### src/rtl/rdo_pkg.sv
package rdo_pkg;
    typedef enum logic [1:0] {
        K_DESEL = 2'd0,
        K_READ  = 2'd1,
        K_WRITE = 2'd2
    } op_kind_t;

    typedef enum logic [1:0] {
        ST_OFF  = 2'd0,
        ST_LIVE = 2'd1,
        ST_REG  = 2'd2,
        ST_HOLD = 2'd3
    } bus_st_t;
endpackage

### src/rtl/rdo_cmd_decode.sv
module rdo_cmd_decode
    import rdo_pkg::*;
(
    input  logic     clk,
    input  logic     rst_n,
    input  logic     sleep,
    input  logic     adr_strobe,
    input  logic     en0_n,
    input  logic     en1,
    input  logic     en2_n,
    input  logic     wr_req,
    output op_kind_t eff_op
);
    op_kind_t kind_q;
    logic     chip_sel;

    assign chip_sel = !en0_n && en1 && !en2_n;

    // a strobe loads a new kind; an idle strobe continues the burst
    always_comb begin
        if (adr_strobe)
            eff_op = chip_sel ? (wr_req ? K_WRITE : K_READ) : K_DESEL;
        else
            eff_op = kind_q;
    end

    always_ff @(posedge clk or negedge rst_n) begin
        if (!rst_n)
            kind_q <= K_DESEL;
        else if (!sleep)
            kind_q <= eff_op;
    end

    // one inactive enable on a strobe gives a deselect
    a_r2_enable_desel: assert property (@(posedge clk) disable iff (!rst_n)
        (adr_strobe && !sleep && (!en1 || en0_n || en2_n)) |=> (kind_q == K_DESEL));
endmodule

### src/rtl/rdo_bus_fsm.sv
module rdo_bus_fsm
    import rdo_pkg::*;
(
    input  logic     clk,
    input  logic     rst_n,
    input  logic     sleep,
    input  logic     lat_sel,
    input  op_kind_t eff_op,
    output bus_st_t  state_q,
    output logic     capture
);
    bus_st_t state_d;
    logic    pend_q;
    logic    pend_d;

    // state register
    always_ff @(posedge clk or negedge rst_n) begin
        if (!rst_n) begin
            state_q <= ST_OFF;
            pend_q  <= 1'b0;
        end else if (!sleep) begin
            state_q <= state_d;
            pend_q  <= pend_d;
        end
    end

    // next state
    always_comb begin
        pend_d  = lat_sel && (eff_op == K_READ);
        state_d = ST_OFF;
        if (eff_op == K_WRITE) begin
            state_d = ST_OFF;                         // write-cut
        end else if (lat_sel) begin
            state_d = pend_q ? ST_REG : ST_OFF;       // land / release
        end else begin
            unique case (state_q)
                ST_OFF, ST_HOLD:
                    state_d = (eff_op == K_READ) ? ST_LIVE : ST_OFF;
                ST_LIVE, ST_REG:
                    state_d = (eff_op == K_READ) ? ST_LIVE : ST_HOLD;   // grace
                default:
                    state_d = ST_OFF;
            endcase
        end
    end

    // outputs
    always_comb begin
        capture = 1'b0;
        if (!sleep)
            capture = lat_sel ? pend_q : (state_q == ST_LIVE);
    end

    // a write always frees the bus next cycle
    a_r7_write_cut: assert property (@(posedge clk) disable iff (!rst_n)
        (eff_op == K_WRITE && !sleep) |=> (state_q == ST_OFF));
    // a pending registered read lands
    a_r4_pipe_land: assert property (@(posedge clk) disable iff (!rst_n)
        (lat_sel && pend_q && !sleep && eff_op != K_WRITE) |=> (state_q == ST_REG));
    // flow-through read drives live data next cycle
    a_r3_flow_live: assert property (@(posedge clk) disable iff (!rst_n)
        (!lat_sel && eff_op == K_READ && !sleep) |=> (state_q == ST_LIVE));
    // flow-through deselect keeps one grace cycle
    a_r6_grace: assert property (@(posedge clk) disable iff (!rst_n)
        (!lat_sel && state_q == ST_LIVE && eff_op == K_DESEL && !sleep) |=> (state_q == ST_HOLD));
    // sleep freezes the state
    a_r9_freeze: assert property (@(posedge clk) disable iff (!rst_n)
        sleep |=> $stable(state_q));
endmodule

### src/rtl/rdo_datapath.sv
module rdo_datapath
    import rdo_pkg::*;
#(
    parameter int DATA_W = 32
) (
    input  logic              clk,
    input  logic              rst_n,
    input  logic              sleep,
    input  logic              oe_n,
    input  logic              capture,
    input  bus_st_t           state_q,
    input  logic [DATA_W-1:0] arr_rdata,
    output logic [DATA_W-1:0] bus_dout,
    output logic              bus_oe
);
    logic [DATA_W-1:0] out_q;

    always_ff @(posedge clk or negedge rst_n) begin
        if (!rst_n)
            out_q <= '0;
        else if (capture)
            out_q <= arr_rdata;
    end

    assign bus_dout = (state_q == ST_LIVE) ? arr_rdata : out_q;
    assign bus_oe   = (state_q != ST_OFF) && !oe_n && !sleep;

    // the held word survives sleep
    a_r9_word_kept: assert property (@(posedge clk) disable iff (!rst_n)
        sleep |=> $stable(out_q));
endmodule

### src/rtl/rdo_stage.sv
module rdo_stage
    import rdo_pkg::*;
#(
    parameter int DATA_W = 32
) (
    input  logic              clk,
    input  logic              rst_n,
    input  logic              lat_sel,
    input  logic              adr_strobe,
    input  logic              en0_n,
    input  logic              en1,
    input  logic              en2_n,
    input  logic              wr_req,
    input  logic              oe_n,
    input  logic              sleep,
    input  logic [DATA_W-1:0] arr_rdata,
    output logic [DATA_W-1:0] bus_dout,
    output logic              bus_oe
);
    op_kind_t eff_op;
    bus_st_t  state_q;
    logic     capture;

    rdo_cmd_decode u_dec (
        .clk        (clk),
        .rst_n      (rst_n),
        .sleep      (sleep),
        .adr_strobe (adr_strobe),
        .en0_n      (en0_n),
        .en1        (en1),
        .en2_n      (en2_n),
        .wr_req     (wr_req),
        .eff_op     (eff_op)
    );

    rdo_bus_fsm u_fsm (
        .clk     (clk),
        .rst_n   (rst_n),
        .sleep   (sleep),
        .lat_sel (lat_sel),
        .eff_op  (eff_op),
        .state_q (state_q),
        .capture (capture)
    );

    rdo_datapath #(.DATA_W(DATA_W)) u_dp (
        .clk       (clk),
        .rst_n     (rst_n),
        .sleep     (sleep),
        .oe_n      (oe_n),
        .capture   (capture),
        .state_q   (state_q),
        .arr_rdata (arr_rdata),
        .bus_dout  (bus_dout),
        .bus_oe    (bus_oe)
    );

    // bus released while in reset
    a_r1_reset_off: assert property (@(posedge clk) !rst_n |-> !bus_oe);
endmodule

### config.mk
export PLATFORM = sky130hd
export DESIGN_NAME = rdo_stage
export DESIGN_NICKNAME = d
export VERILOG_FILES = /design/src/rtl/rdo_pkg.sv /design/src/rtl/rdo_cmd_decode.sv /design/src/rtl/rdo_bus_fsm.sv /design/src/rtl/rdo_datapath.sv /design/src/rtl/rdo_stage.sv
export SDC_FILE = /design/constraint.sdc
export NUM_CORES = 1
export LEC_CHECK = 0
export ABC_AREA = 1
export BUFFER_PORTS_ARGS = -buffer_cell sky130_fd_sc_hd__buf_2
export CAP_MARGIN = 20
export CORE_UTILIZATION = 35
export CTS_CLUSTER_DIAMETER = 80
export DETAILED_ROUTE_END_ITERATION = 12
export GPL_TIMING_DRIVEN = 0
export PLACE_DENSITY = 0.6
export SYNTH_ARGS = -nofsm -noshare
export SYNTH_HDL_FRONTEND = slang
export SYNTH_HIERARCHICAL = 1
export SYNTH_SLANG_ARGS = --single-unit
### constraint.sdc
create_clock -name clk -period 1.72 [get_ports clk]
set_input_delay 0.172 -clock clk [delete_from_list [all_inputs] [get_ports clk]]
set_output_delay 0.172 -clock clk [all_outputs]
set_load 0.01 [all_outputs]
Word-level counts from Yosys, hierarchy flattened
Cells that the tools add are included. W data, S select, Z words.

Muxes and demuxes: 12. Reductions and logical operators: 13. Equal/unequal tests: 5.

Operators by type and width (count): $mux W32 (1); $mux W2 (7); $eq A2 B2 Y1 const B (3); $logic_and A1 B1 Y1 (5); $eq A2 B1 Y1 const B (2); $logic_not A1 Y1 (4); $pmux W2 S2 (1); $reduce_or A2 Y1 (2); $mux W1 (3); $logic_not A2 Y1 (1); $reduce_bool A2 Y1 (1).

Output and inout bits: 33. Register bits after elaboration: 37. Word-level logic and storage cells: 34.

Logic depth before layout (Yosys ltp)
Depth in word-level cells: 10. Depth in mapped cells: 10. Mapped depth without buffers: 10.

By module
The synthesis kept the hierarchy.

By module, submodules not included: rdo_datapath (seq. area each 800.8 sq um, area each 1765.4 sq um, instances 1, cells each 246); rdo_bus_fsm (seq. area each 75.1 sq um, area each 186.4 sq um, instances 1, cells each 28); rdo_cmd_decode (seq. area each 50.0 sq um, area each 135.1 sq um, instances 1, cells each 22).

Worst setup path before layout
OpenSTA, ideal clock, no wires.

Kind: register -> register. Start point: register u_fsm.state_q[1]. End point: register u_dp.out_q[24]. Required time: 1.594 ns. Slack: 0.480 ns. Setup time: 0.126 ns. Data arrival time: 1.113 ns. Period minus slack after synthesis: 1.240 ns. Cell stages (with the launch flop): 9. Cells stage by stage: dfrtp_1 -> inv_1 -> ha_1 -> nand2_1 -> o21ai_0 -> buf_4 -> buf_4 -> nand2_1 -> o21ai_0.

Cells in the longest elaborated chain, start to end: 3.

Ends and longest elaborated chain: from (decl) (RTL line rdo_bus_fsm.sv:9) `output bus_st_t state_q,`; from (signal assigned) (RTL line rdo_bus_fsm.sv:22) `state_q <= state_d;`; $eq A2 B1 Y1 (RTL line rdo_bus_fsm.sv:51) `capture = lat_sel ? pend_q : (state_q == ST_LIVE);`; $mux W1 (RTL line rdo_bus_fsm.sv:51); $mux W1 (RTL line rdo_bus_fsm.sv:50) `if (!sleep)`; via capture (RTL line rdo_stage.sv:22) `logic capture;`; to (signal assigned) (RTL line rdo_datapath.sv:22) `out_q <= arr_rdata;`; to (decl) (RTL line rdo_datapath.sv:16) `logic [DATA_W-1:0] out_q;`.

The timed path passes the listed nets, and every way through them passes these cells. A chain may end at the register's enable or synchronous reset.

Worst setup path in the final report
Start point: register u_fsm.state_q[1]. End point: output port bus_dout[3].

Cells in the longest elaborated chain, start to end: 2.

Ends and longest elaborated chain: $eq A2 B1 Y1 (RTL line rdo_datapath.sv:25) `assign bus_dout = (state_q == ST_LIVE) ? arr_rdata : out_q;`; $mux W32 (RTL line rdo_datapath.sv:25); to (decl) (RTL line rdo_stage.sv:17) `output logic [DATA_W-1:0] bus_dout,`.

No other way between the ends.

==> metrics <==
outcome completed; vias per cell about 4.5; cts repair resizes 0; die width ~79 um; Root Driver clkbuf_8; gr usage total 0.1688; fmax approximately 0.66 GHz; DP Worst Slack 293.7 ps; DR iter-0 viols 72; max cap viols 0; synthesized area approximately 2100 um^2; Slew HR 0.4326; HPWL Detailed between 3000 and 4000 um; Arr. time, crit path approximately 1300 ps; gr ovfl total 0; Clk pin slew, worst setup/hold paths 70 ps; Die ar. 6276 um^2; Setup TNS 0 ps; largest cells by area after synthesis dfrtp_1 44%, nand2_1 21%, nand3_1 8.4%; Synth top area share 0.4436; # port buffers 74; Async S/R FF share, synth 1.000; wire length of the first global-routing pass between 8000 and 9000 um; largest net degree at the start of global routing 38; P_leak about 1.5 nW; nets 420; Die Span Y slightly below 80 um; Ant. Diodes 0; Crit Path Max Fanout 10; H-tree depth 2; Yosys top cell by area dfrtp_1; Clock Sinks 37; # setup viols final 0; later-pin clock latency in the skew report ~280 ps; layout cell share with drive strength beyond 1 0.2785; WP data required between 1500 and 2000 ps; DRT Pass-1 Iters 4; synth unique cells 18; Mean Syn Cell Area roughly 7 um^2; number of hold buffers added after CTS 0; CP Launch Type flop; library cell with the highest instance count after synthesis nand2_1; Pins Over Slew Limit 0; syn_nets about 340; fin crit share 0.8752; PD cells roughly 1500 nW/um^2; area of the multi-input gates just under 900 um^2; sequential cell area between 900 and 1000 um^2; crit path kind flop to primary output; CTS Buf Count 5; FF+latch count, synth 37; crit end category primary output; Commonest cells post-synth 118 x nand2_1, 41 x inv_1, 37 x dfrtp_1; Yosys Warn Count 6; Cells after Synth roughly 300; Setup Skew ~4.6 ps; Tmin final between 1500 and 2000 ps; initial antenna violation count 0; number of synthesized flops with an enable pin 0; total power slightly below 4 mW; fin util 0.4668; fill count roughly 610; # rows 27; via count 2004; GP Congestion 0.6977; Hold Violations, Final 0; Worst VDD drop 542.3 uV; Syn-to-layout area delta 26.20%; Worst Tran Pin Value roughly 850 ps; CTS tree built; drt drc 0; postcts setup bufs 0; Detailed Route WL 4977 um; antenna-violating nets left 0; clock buffer depth 2; final worst slack roughly 210 ps; Initial Utilization 0.3699; RSZ-0062 raised after global routing no; core area 5642 um^2; DR WL/cell about 11 um; worst min-delay path class primary input to asynchronous set/reset pin; register area share after synthesis 0.4436; io pins 75; vias in the first global route 1865; Top FF cell, synth dfrtp_1
layout make-up:
| type | count | area share |
|---|---|---|
| sequential | 37 | 0.3515 |
| tap | 72 | 0.03420 |
| multi-input combinational | 199 | 0.3283 |
| buffer | 17 | 0.05131 |
| inverter | 43 | 0.06128 |
| clock buffer | 7 | 0.03278 |
| timing repair buffer | 74 | 0.1406 |
report_power, final:
| group | internal [mW] | switching, mW |
|---|---|---|
| Combinational | 0.803 | 1.08 |
| Sequential | 1.26 | 0.201 |
| Clock | 0.318 | 0.283 |
| Total | 2.39 | 1.56 |
metrics by stage:
| stage | area (um^2) | hold slack [ps] | std cells |
|---|---|---|---|
| global route | 2634 | 54.77 | 449 |
| floorplan | 2087 | -123.6 | 296 |
| CTS | 2634 | 25.08 | 449 |
| finish | 2634 | 2.410 | 449 |
| detailed placement | 2547 | 332.1 | 442 |
| global placement | 2547 | 332.5 | 442 |
critical path, stage by stage (launching register included):
cell     delay, ps
dfrtp_1        430
inv_2          140
nand2_4         90
buf_6          150
nand2_1         50
nand2_1         50
buf_2          130
state kept, by name, indices dropped and copies added (netlist names):
| register | count |
|---|---|
| u_fsm/state_q | 2 |
| u_dec/kind_q | 2 |
| u_fsm/pend_q | 1 |
| u_dp/out_q | 32 |
layout by cell type (no fill, tap or decap), types with 4 or more instances in the layout:
master,count
nand3_1,35
clkbuf_8,6
o21ai_0,5
nand2_1,118
nor2_1,4
buf_6,4
inv_1,41
dfrtp_1,37
buf_2,77
buf_4,10
o21ai_1,28
metal layers:
layer	routed length [um]	track usage	up-vias	share of wire
met5	0	0	-	0
met4	36	0.03818	0	0.0072
met3	249	0.03448	4	0.050
met2	2282	0.2853	48	0.46
met1	2408	0.2210	886	0.48
li1	-	-	1066	-
logic make-up (layout without fill, tap and decap cells):
| family | count (synthesis) | count (layout) | share of synthesized area |
|---|---|---|---|
| AOI/OAI and AO/OA | 35 | 35 | 0.08453 |
| adders and majority gates | 1 | 1 | 0.005994 |
| and+or+nand+nor | 163 | 163 | 0.3237 |
| DFF | 37 | 37 | 0.4436 |
| buffers and inverters | 60 | 141 | 0.1421 |
path summary, 6_finish.rpt:
path,startpoint,end,depth (start not counted),slack [ps]
hold / removal,rst_n,u_dp/out_q[22]$_DFFE_PN0P_,1,2
min in group clk,arr_rdata[24],u_dp/out_q[24]$_DFFE_PN0P_,3,110
setup / recovery,u_fsm/state_q[1]$_DFFE_PN0N_,bus_dout[3],6,210
setup reg to reg,u_fsm/state_q[1]$_DFFE_PN0N_,u_dp/out_q[2]$_DFFE_PN0P_,7,290
max in group asynchronous,rst_n,u_dp/out_q[11]$_DFFE_PN0P_,1,1190
hold reg to reg,u_dec/kind_q[1]$_DFFE_PN0N_,u_dec/kind_q[1]$_DFFE_PN0N_,2,480
No activity file was read; power rests on OpenSTA's default activity.
